**src/rtl/stn_tim_pkg.sv**
```systemverilog
package stn_tim_pkg;
  typedef enum logic [2:0] {
    PH_IDLE  = 3'd0,
    PH_SYNC  = 3'd1,
    PH_BACK  = 3'd2,
    PH_ACT   = 3'd3,
    PH_FRONT = 3'd4
  } phase_e;
endpackage

```
**src/rtl/stn_cfg_shadow.sv**
```systemverilog
module stn_cfg_shadow #(
  parameter int W = 8
) (
  input  logic         clk,
  input  logic         rst_n,
  input  logic         load,
  input  logic [W-1:0] d,
  output logic [W-1:0] q
);
  logic [W-1:0] q_q, q_d;

  always_comb begin
    q_d = q_q;
    if (load) q_d = d;
  end

  always_ff @(posedge clk or negedge rst_n) begin
    if (!rst_n)    q_q <= '0;
    else if (load) q_q <= q_d;
  end

  assign q = q_q;

  AST_SHADOW_FROZEN: assert property (@(posedge clk) disable iff (!rst_n)
    !load |=> $stable(q_q));
endmodule

```
**src/rtl/stn_hphase.sv**
```systemverilog
module stn_hphase
  import stn_tim_pkg::*;
#(
  parameter int CNT_W = 11
) (
  input  logic             clk,
  input  logic             rst_n,
  input  logic             pix_en,
  input  logic [CNT_W-1:0] sync_lim,
  input  logic [CNT_W-1:0] back_lim,
  input  logic [CNT_W-1:0] act_lim,
  input  logic [CNT_W-1:0] front_lim,
  output phase_e           phase_o,
  output logic             line_last_o
);
  phase_e           ph_q, ph_d;
  logic [CNT_W-1:0] cnt_q, cnt_d, lim;
  logic             seg_done;

  always_comb begin
    case (ph_q)
      PH_SYNC:  lim = sync_lim;
      PH_BACK:  lim = back_lim;
      PH_ACT:   lim = act_lim;
      PH_FRONT: lim = front_lim;
      default:  lim = '0;
    endcase
  end

  assign seg_done = (cnt_q >= lim);

  always_comb begin
    ph_d  = ph_q;
    cnt_d = cnt_q;
    if (ph_q == PH_IDLE) begin
      ph_d  = PH_SYNC;
      cnt_d = '0;
    end else if (seg_done) begin
      cnt_d = '0;
      case (ph_q)
        PH_SYNC:  ph_d = PH_BACK;
        PH_BACK:  ph_d = PH_ACT;
        PH_ACT:   ph_d = PH_FRONT;
        default:  ph_d = PH_SYNC;
      endcase
    end else begin
      cnt_d = cnt_q + 1'b1;
    end
  end

  always_ff @(posedge clk or negedge rst_n) begin
    if (!rst_n) begin
      ph_q  <= PH_IDLE;
      cnt_q <= '0;
    end else if (pix_en) begin
      ph_q  <= ph_d;
      cnt_q <= cnt_d;
    end
  end

  assign phase_o     = ph_q;
  assign line_last_o = (ph_q == PH_FRONT) && seg_done;

  AST_CNT_IN_RANGE: assert property (@(posedge clk) disable iff (!rst_n)
    (ph_q != PH_IDLE) |-> (cnt_q <= lim));
  AST_HOLD_NO_ENABLE: assert property (@(posedge clk) disable iff (!rst_n)
    !pix_en |=> ($stable(ph_q) && $stable(cnt_q)));
  AST_NO_RETURN_IDLE: assert property (@(posedge clk) disable iff (!rst_n)
    (ph_q != PH_IDLE) |=> (ph_q != PH_IDLE));
endmodule

```
**src/rtl/stn_vline.sv**
```systemverilog
module stn_vline #(
  parameter int LIN_W  = 11,
  parameter int MVAL_W = 8
) (
  input  logic              clk,
  input  logic              rst_n,
  input  logic              line_adv,
  input  logic [LIN_W-1:0]  last_line,
  input  logic              ac_sel,
  input  logic [MVAL_W-1:0] ac_lines,
  output logic [LIN_W-1:0]  line_o,
  output logic              frame_last_o,
  output logic              mode_o
);
  logic [LIN_W-1:0]  line_q, line_d;
  logic [MVAL_W-1:0] mcnt_q, mcnt_d;
  logic              mode_q, mode_d;
  logic              at_last;

  assign at_last = (line_q >= last_line);

  always_comb begin
    line_d = at_last ? '0 : line_q + 1'b1;
    mcnt_d = mcnt_q;
    mode_d = mode_q;
    if (ac_sel) begin
      if (mcnt_q >= ac_lines) begin
        mcnt_d = '0;
        mode_d = ~mode_q;
      end else begin
        mcnt_d = mcnt_q + 1'b1;
      end
    end else begin
      mcnt_d = '0;
      if (at_last) mode_d = ~mode_q;
    end
  end

  always_ff @(posedge clk or negedge rst_n) begin
    if (!rst_n) begin
      line_q <= '0;
      mcnt_q <= '0;
      mode_q <= 1'b0;
    end else if (line_adv) begin
      line_q <= line_d;
      mcnt_q <= mcnt_d;
      mode_q <= mode_d;
    end
  end

  assign line_o       = line_q;
  assign frame_last_o = at_last;
  assign mode_o       = mode_q;

  AST_LINE_BOUND: assert property (@(posedge clk) disable iff (!rst_n)
    line_q <= last_line);
  AST_MODE_ON_LINE_END: assert property (@(posedge clk) disable iff (!rst_n)
    !$stable(mode_q) |-> $past(line_adv));
endmodule

```
**src/rtl/stn_line_timer.sv**
```systemverilog
module stn_line_timer
  import stn_tim_pkg::*;
#(
  parameter int HPW_W  = 6,
  parameter int HBP_W  = 8,
  parameter int HFP_W  = 8,
  parameter int HOZ_W  = 11,
  parameter int LIN_W  = 11,
  parameter int MVAL_W = 8
) (
  input  logic              clk,
  input  logic              rst_n,
  input  logic              pix_en,
  input  logic [HPW_W-1:0]  hsync_len_i,
  input  logic [HBP_W-1:0]  hback_len_i,
  input  logic [HFP_W-1:0]  hfront_len_i,
  input  logic [HOZ_W-1:0]  xfer_cnt_i,
  input  logic [LIN_W-1:0]  line_cnt_i,
  input  logic              ac_sel_i,
  input  logic [MVAL_W-1:0] ac_lines_i,
  output logic              lsync_o,
  output logic              fsync_o,
  output logic              den_o,
  output logic              ac_mode_o
);
  localparam int MAX_A = (HPW_W > HBP_W) ? HPW_W : HBP_W;
  localparam int MAX_B = (HFP_W > HOZ_W) ? HFP_W : HOZ_W;
  localparam int CNT_W = (MAX_A > MAX_B) ? MAX_A : MAX_B;
  localparam int SH_W  = HPW_W + HBP_W + HFP_W + HOZ_W + LIN_W + 1 + MVAL_W;

  logic [SH_W-1:0]   sh_d, sh_q;
  logic [HPW_W-1:0]  s_hpw;
  logic [HBP_W-1:0]  s_hbp;
  logic [HFP_W-1:0]  s_hfp;
  logic [HOZ_W-1:0]  s_hoz;
  logic [LIN_W-1:0]  s_lin;
  logic              s_sel;
  logic [MVAL_W-1:0] s_mval;
  phase_e            phase;
  logic              line_last, frame_last, line_adv, frame_load;
  logic [LIN_W-1:0]  line;
  logic              mode;

  assign sh_d = {hsync_len_i, hback_len_i, hfront_len_i, xfer_cnt_i,
                 line_cnt_i, ac_sel_i, ac_lines_i};
  assign {s_hpw, s_hbp, s_hfp, s_hoz, s_lin, s_sel, s_mval} = sh_q;

  assign line_adv   = pix_en && line_last;
  assign frame_load = pix_en && ((phase == PH_IDLE) || (line_last && frame_last));

  stn_cfg_shadow #(.W(SH_W)) u_shadow (
    .clk   (clk),
    .rst_n (rst_n),
    .load  (frame_load),
    .d     (sh_d),
    .q     (sh_q)
  );

  stn_hphase #(.CNT_W(CNT_W)) u_hphase (
    .clk         (clk),
    .rst_n       (rst_n),
    .pix_en      (pix_en),
    .sync_lim    (CNT_W'(s_hpw)),
    .back_lim    (CNT_W'(s_hbp)),
    .act_lim     (CNT_W'(s_hoz)),
    .front_lim   (CNT_W'(s_hfp)),
    .phase_o     (phase),
    .line_last_o (line_last)
  );

  stn_vline #(.LIN_W(LIN_W), .MVAL_W(MVAL_W)) u_vline (
    .clk          (clk),
    .rst_n        (rst_n),
    .line_adv     (line_adv),
    .last_line    (s_lin),
    .ac_sel       (s_sel),
    .ac_lines     (s_mval),
    .line_o       (line),
    .frame_last_o (frame_last),
    .mode_o       (mode)
  );

  assign lsync_o   = (phase == PH_SYNC);
  assign den_o     = (phase == PH_ACT);
  assign fsync_o   = (phase == PH_SYNC) && (line == '0);
  assign ac_mode_o = mode;

  AST_FRAME_START_AT_LINE0: assert property (@(posedge clk) disable iff (!rst_n)
    frame_load |=> (line == '0));
  AST_DEN_AFTER_PORCH: assert property (@(posedge clk) disable iff (!rst_n)
    $rose(den_o) |-> ($past(phase) == PH_BACK));
endmodule

```
**config.mk**
```make
export PLATFORM = sky130hd
export DESIGN_NAME = stn_line_timer
export DESIGN_NICKNAME = d
export VERILOG_FILES = /design/src/rtl/stn_tim_pkg.sv /design/src/rtl/stn_cfg_shadow.sv /design/src/rtl/stn_hphase.sv /design/src/rtl/stn_vline.sv /design/src/rtl/stn_line_timer.sv
export SDC_FILE = /design/constraint.sdc
export NUM_CORES = 1
export LEC_CHECK = 0
export BUFFER_PORTS_ARGS = -buffer_cell sky130_fd_sc_hd__buf_2
export CAP_MARGIN = 20
export CORE_MARGIN = 4
export CORE_UTILIZATION = 50
export DETAILED_ROUTE_END_ITERATION = 7
export PLACE_DENSITY_LB_ADDON = 0.3
export REMOVE_ABC_BUFFERS = 1
export SLEW_MARGIN = 25
export SYNTH_ARGS = -nofsm -noshare
export SYNTH_HDL_FRONTEND = slang
export SYNTH_SLANG_ARGS = --single-unit
```
**constraint.sdc**
```tcl
create_clock -name clk -period 9.9 [get_ports clk]
set_input_delay 1.98 -clock clk [delete_from_list [all_inputs] [get_ports clk]]
set_output_delay 1.98 -clock clk [all_outputs]
set_load 0.01 [all_outputs]
```
==> run_results.csv, run 1 <==
group,metric,value,unit
worst_setup_path,crit_type,"flop to flop",
floorplanning,die_y,105,um
floorplanning,die_x,105,um
min_path,hold-path-endpoint,"u_vline.mode_o",
timing,fin_crit,4460,ps
placement,hpwlAfterDp,7020,um
drt,drt_pass1_iterations,5,
clocking,cts_root_buf,"clkbuf_8",
power,power_frac_comb,34.9,%
power,power.switching,0.000452,W
timing,max_freq,0.224,GHz
clocking,cts.reportedPaths.clkPinSlew,90,ps
logic_synthesis,syn_area,0.00473,mm2
worst_setup_path,rrSetupSlack,5440,ps
floorplanning,io_pins,60,
logic_synthesis,synth.distinct_cells,45,
cells_and_area,layout.nets,585,
worst_setup_path,crit_arrival,4700,ps
floorplanning,core_area,0.00924,mm2
min_path,min_from,"u_vline.mode_o",
logic_synthesis,syn_inst,437,
timing,hold_viol_final,0,
placement,place.gp.congestion,0.848,
clocking,cts_made_buffers,9,
worst_setup_path,worstPathMaxFanout,30,
clocking,cts_resized,0,
power,swShare,34.1,%
timing,tightestPinTransition,799,ps
worst_setup_path,r2r_start,"u_hphase.phase_o[0]",
grt,antenna_found_initial,0,
worst_setup_path,reg2reg_to,"u_shadow.q[37]",
logic_synthesis,avgSynthCellArea,10.8,um2
drt,ant_nets,0,
clocking,clkSinkCount,87,
drt,wl_per_cell,15.0,um
clocking,cts_tree,"built",
floorplanning,dieArea,0.0111,mm2
worst_setup_path,cp-end-kind,"flop",
min_path,hp-class,"flop to flop",
logic_synthesis,synth_top_area_share,46.0,%
power,finalPower,0.00133,W
status,status,"finished, final reports clean",
grt,grt_pass1_wl,16300,um
cells_and_area,num_antenna_cells,0,
clocking,clockBufferDepth,2,
drt,routed_wl,9430,um
timing,whs,480,ps
power,cellPowerDensity,248,mW/mm2
power,max-vdd-ir-drop,0.0000996,V
logic_synthesis,yosysWarnings,0,
logic_synthesis,yosysTopAreaCell,"dfrtp_1",
drt,vias,3444,
drt,via_per_inst,5.48,
floorplanning,start_util,51.2,%
worst_setup_path,reg2regPathDepth,11,
logic_synthesis,synth_edf_count,0,
timing,tns,0,ps
clocking,ctsHoldBuffers,0,
drt,drc,0,
logic_synthesis,ys_seq_area_share,46.0,%
drt,drt_iter0_drc,107,
worst_setup_path,start_kind,"flop",
logic_synthesis,ys_ff_latch,87,
clocking,h-tree-depth,3,
grt,grt_usage,17.9,%
timing,finalClockSkew,11.3,ps
clocking,clock_latency,360,ps
timing,drv_slew,0,
power,power_frac_seq,43.7,%
grt,grt_max_degree,50,
timing,period_share,45.0,%
min_path,min_path_cells,1,
timing,rsz0062_at_grt,"false",
placement,port_buffers,59,
worst_setup_path,cp.required,10140,ps
logic_synthesis,ys.flop_type,"dfrtp_1",
floorplanning,rows,35,
power,intPower,0.000873,W
cells_and_area,area_growth,13.0,%
power,clockPowerShare,21.5,%
cells_and_area,layout-drive-gt1-share,28.0,%
timing,final-setup-viol-count,0,
clocking,cts_setup_buffers,0,
logic_synthesis,synth.most_common_cell,"dfrtp_1",
logic_synthesis,ys_async_sr_fraction,100,%
cells_and_area,fillers,799,
logic_synthesis,synth_common_cells,"dfrtp_1, mux2_2, ha_1, nor2_1, o21ai_0",
job,drv_cap,0,
grt,grt_pass1_vias,3496,
grt,grt-ovfl-total,0,
logic_synthesis,synth.area.top_cells,"dfrtp_1, mux2_2, ha_1, o21ai_0, nor2_1",
power,leakage,2.60,nW
timing,slew_headroom,46.6,%
==> cell families (layout without fill, tap and decap cells) <==
| group | after synthesis | after routing | synth area share (%) |
|---|---|---|---|
| adder cells (fa/ha/maj) | 34 | 34 | 8.99 |
| multiplexers | 64 | 64 | 15.1 |
| XOR/XNOR | 6 | 6 | 1.11 |
| flip-flops | 87 | 87 | 46.0 |
| AND/OR/NAND/NOR | 121 | 121 | 13.0 |
| AO/OA/AOI/OAI | 87 | 87 | 11.8 |
| buffers and inverters | 38 | 101 | 3.94 |
==> state kept, by name, summed over array words and instances (netlist names) <==
name / count
u_hphase.cnt_q: 11
u_hphase.phase_o: 3
u_shadow.q: 53
u_vline.line_o: 11
u_vline.mode_o: 1
u_vline.mcnt_q: 8
==> area by class of cell <==
cell class / instances / area (um2) / area share, %
repair buffers: 61 / 313 / 5.85
inverters: 24 / 90.1 / 1.69
well taps: 129 / 161 / 3.02
flip-flops and latches: 87 / 2180 / 40.7
multi-input cells: 312 / 2370 / 44.4
clock buffers: 11 / 151 / 2.83
clock inverters: 5 / 80.1 / 1.50
==> metal layers <==
layer  GRT usage [%]  share of wire [%]  vias up
met1            22.3                 44     1695
met5               0                  0        -
met2            31.8                 52       58
met4            5.62                1.4        0
li1                -                  -     1679
met3            3.00                2.7       12
==> through the flow <==
step                util, %  setup WS (ps)  instance area (um2)  cells
floorplan                 -           6210                 4630    423
detailed placement     55.3           5430                 5110    613
global route           57.8           4980                 5340    629
global placement       55.3           5550                 5110    613
CTS                    57.8           5400                 5340    629
finish                 57.8           5440                 5340    629
==> placed cells by master, fill, tap and decap left out, types with 11 or more instances in the layout <==
cell type and n:
and3_1 12, nand2_1 20, buf_2 58, nand3_1 19, a21oi_1 25, clkbuf_8 11, nor2_1 34, o21ai_0 30
ha_1 34, mux2_2 53, dfrtp_1 87, inv_1 24
==> worst max-delay path, stage by stage (launching register included) <==
cell,delay (ps)
dfrtp_1,800
nand2b_1,190
nor2_1,390
nand2_1,110
ha_1,300
a21oi_1,140
o21ai_0,130
a21oi_1,440
a21oi_2,280
a2bb2oi_4,690
buf_4,470
mux2_2,380
==> power by group through the flow <==
stage / Combinational, W / Clock, W / Sequential, W
floorplan: 0.000366 / 0 / 0.000548
global placement: 0.000446 / 0 / 0.000580
detailed placement: 0.000465 / 0 / 0.000585
CTS: 0.000467 / 0.000289 / 0.000578
global route: 0.000538 / 0.000307 / 0.000594
finish: 0.000462 / 0.000285 / 0.000578
==> how the worst max path moves through the flow <==
stage | slack [ps] | endpoint | startpoint | depth (start not counted)
after floorplan | 6210 | u_shadow.q[0] | u_hphase.phase_o[0] | 10
after global placement | 5550 | u_shadow.q[37] | u_hphase.phase_o[0] | 11
after detailed placement | 5430 | u_shadow.q[44] | u_hphase.phase_o[0] | 11
after CTS | 5400 | u_shadow.q[37] | u_hphase.phase_o[0] | 11
after global routing | 4980 | u_shadow.q[37] | u_hphase.phase_o[0] | 11
final | 5440 | u_shadow.q[37] | u_hphase.phase_o[0] | 11
(Power assumes the default switching activity.)
==> run 2: changes to the inputs <==
==> constraint.sdc (replaced) <==
create_clock -name clk -period 3.8 [get_ports clk]
set_input_delay 0.76 -clock clk [delete_from_list [all_inputs] [get_ports clk]]
set_output_delay 0.76 -clock clk [all_outputs]
set_load 0.01 [all_outputs]
==> run 2 against run 1 <==
Setup slack lost 5100 ps. Sequential share of layout area increased by 0.15 points. Register-to-register slack got worse by 5100 ps. Final area down 0.30%.
==> run_results.csv, run 2 (synthesis gave the netlist of run 1 again) <==
group,metric,value,unit
status,status,"finished, final reports clean",
power,power_frac_comb,36.6,%
placement,port_buffers,59,
worst_setup_path,start_kind,"flop",
clocking,clkSinkCount,87,
clocking,clock_latency,360,ps
timing,slew_headroom,43.0,%
clocking,cts_made_buffers,9,
clocking,h-tree-depth,3,
drt,drt_iter0_drc,122,
floorplanning,start_util,51.2,%
grt,grt_usage,18.1,%
power,cellPowerDensity,626,mW/mm2
clocking,clockBufferDepth,2,
power,leakage,2.59,nW
power,swShare,34.9,%
timing,tns,0,ps
job,drv_cap,0,
timing,rsz0062_at_grt,"false",
drt,wl_per_cell,14.9,um
floorplanning,core_area,0.00924,mm2
drt,drc,0,
floorplanning,die_y,105,um
drt,vias,3401,
cells_and_area,largest_reg_flops,53,
cells_and_area,fillers,822,
grt,grt_pass1_wl,16300,um
grt,grt_max_degree,68,
floorplanning,io_pins,60,
floorplanning,rows,35,
cells_and_area,num_antenna_cells,0,
grt,grt-ovfl-total,0,
worst_setup_path,cp.required,4040,ps
timing,period_share,90.6,%
cells_and_area,final_common_cell,"dfrtp_1",
cells_and_area,layout-drive-gt1-share,28.1,%
drt,drt_pass1_iterations,4,
power,clockPowerShare,18.3,%
worst_setup_path,cp-end-kind,"flop",
clocking,cts_setup_buffers,0,
floorplanning,die_x,105,um
grt,antenna_found_initial,0,
power,max-vdd-ir-drop,0.000304,V
timing,tightestPinTransition,856,ps
drt,routed_wl,9410,um
timing,hold_viol_final,0,
min_path,hp-class,"flop to flop",
clocking,cts_tree,"built",
power,intPower,0.00217,W
cells_and_area,fin_cells,631,
grt,grt_pass1_vias,3510,
timing,whs,480,ps
timing,max_freq,0.290,GHz
worst_setup_path,worstPathMaxFanout,19,
drt,ant_nets,0,
timing,drv_slew,0,
timing,finalClockSkew,10.8,ps
placement,placedCellCount,616,
power,power_frac_seq,45.1,%
placement,hpwlAfterDp,6980,um
placement,place.gp.congestion,0.844,
timing,final-setup-viol-count,0,
worst_setup_path,crit_type,"flop to flop",
clocking,cts_root_buf,"clkbuf_8",
drt,via_per_inst,5.39,
cells_and_area,layout.nets,588,
clocking,cts.reportedPaths.clkPinSlew,80,ps
floorplanning,dieArea,0.0111,mm2
timing,fin_crit,3440,ps
cells_and_area,mostFrequentLayoutCells,"dfrtp_1, buf_2, mux2_2",
power,power.switching,0.00116,W
worst_setup_path,crit_arrival,3690,ps
cells_and_area,area_growth,12.6,%
[run 2: worst paths after layout]
check | slack (ps) | start | cells past startpoint | to
max | 360 | u_hphase.phase_o[1] | 10 | u_vline.line_o[6]
min | 480 | u_vline.mode_o | 1 | u_vline.mode_o
max reg2reg | 360 | u_hphase.phase_o[1] | 10 | u_vline.line_o[6]
min reg2reg | 480 | u_vline.mode_o | 1 | u_vline.mode_o
max in group asynchronous | 2580 | rst_n | 2 | u_vline.mcnt_q[3]
min in group asynchronous | 500 | rst_n | 1 | u_shadow.q[32]
[run 2: power by group through the flow]
| stage | combinational (W) | clock, W | sequential, W |
|---|---|---|---|
| 6_report | 0.00122 | 0.000612 | 0.00150 |
| 5_1_grt | 0.00141 | 0.000671 | 0.00155 |
| 4_1_cts | 0.00123 | 0.000634 | 0.00150 |
| 3_5_place_dp | 0.00123 | 0 | 0.00152 |
| 3_3_place_gp | 0.00117 | 0 | 0.00151 |
| 2_1_floorplan | 0.000953 | 0 | 0.00143 |
[run 2: what timing repair did]
item	4_1_cts	5_1_grt
setup endpoints to repair	0	60
gates resized for setup	0	1
hold buffers	0	0
[run 2: area by class of cell]
class                      instances  area (um2)  area share, %
multi-input combinational        312        2370           44.5
clock inverter                     4        47.5          0.892
inverter                          24        90.1           1.69
clock buffer                      11         131           2.47
tap                              129         161           3.03
sequential                        87        2180           40.9
timing repair buffer              64         348           6.53
[run 2: stage by stage]
stage	utilization [%]	area, um2	setup WS (ps)	total power, W
2_1_floorplan	-	4630	106	0.00238
3_3_place_gp	55.7	5140	261	0.00268
3_5_place_dp	55.7	5140	197	0.00275
4_1_cts	57.6	5320	193	0.00337
5_1_grt	57.7	5330	8.46	0.00363
6_report	57.7	5330	356	0.00334
[run 2: critical path, stage by stage (launching register included)]
cell	delay, ps
dfrtp_1	570
inv_1	200
nor2_1	410
nand2_1	110
ha_1	300
a21oi_1	150
o21ai_0	130
a21oi_1	440
a21o_1	550
nor2_1	210
a22o_1	250
[run 2: per-layer routing]
layer / global-route usage (%) / up-vias / wire, um
met1: 22.8 / 1637 / 4120
met2: 30.9 / 59 / 4820
met5: 0 / - / 0
met3: 4.04 / 16 / 342
met4: 5.90 / 0 / 133
li1: - / 1689 / -
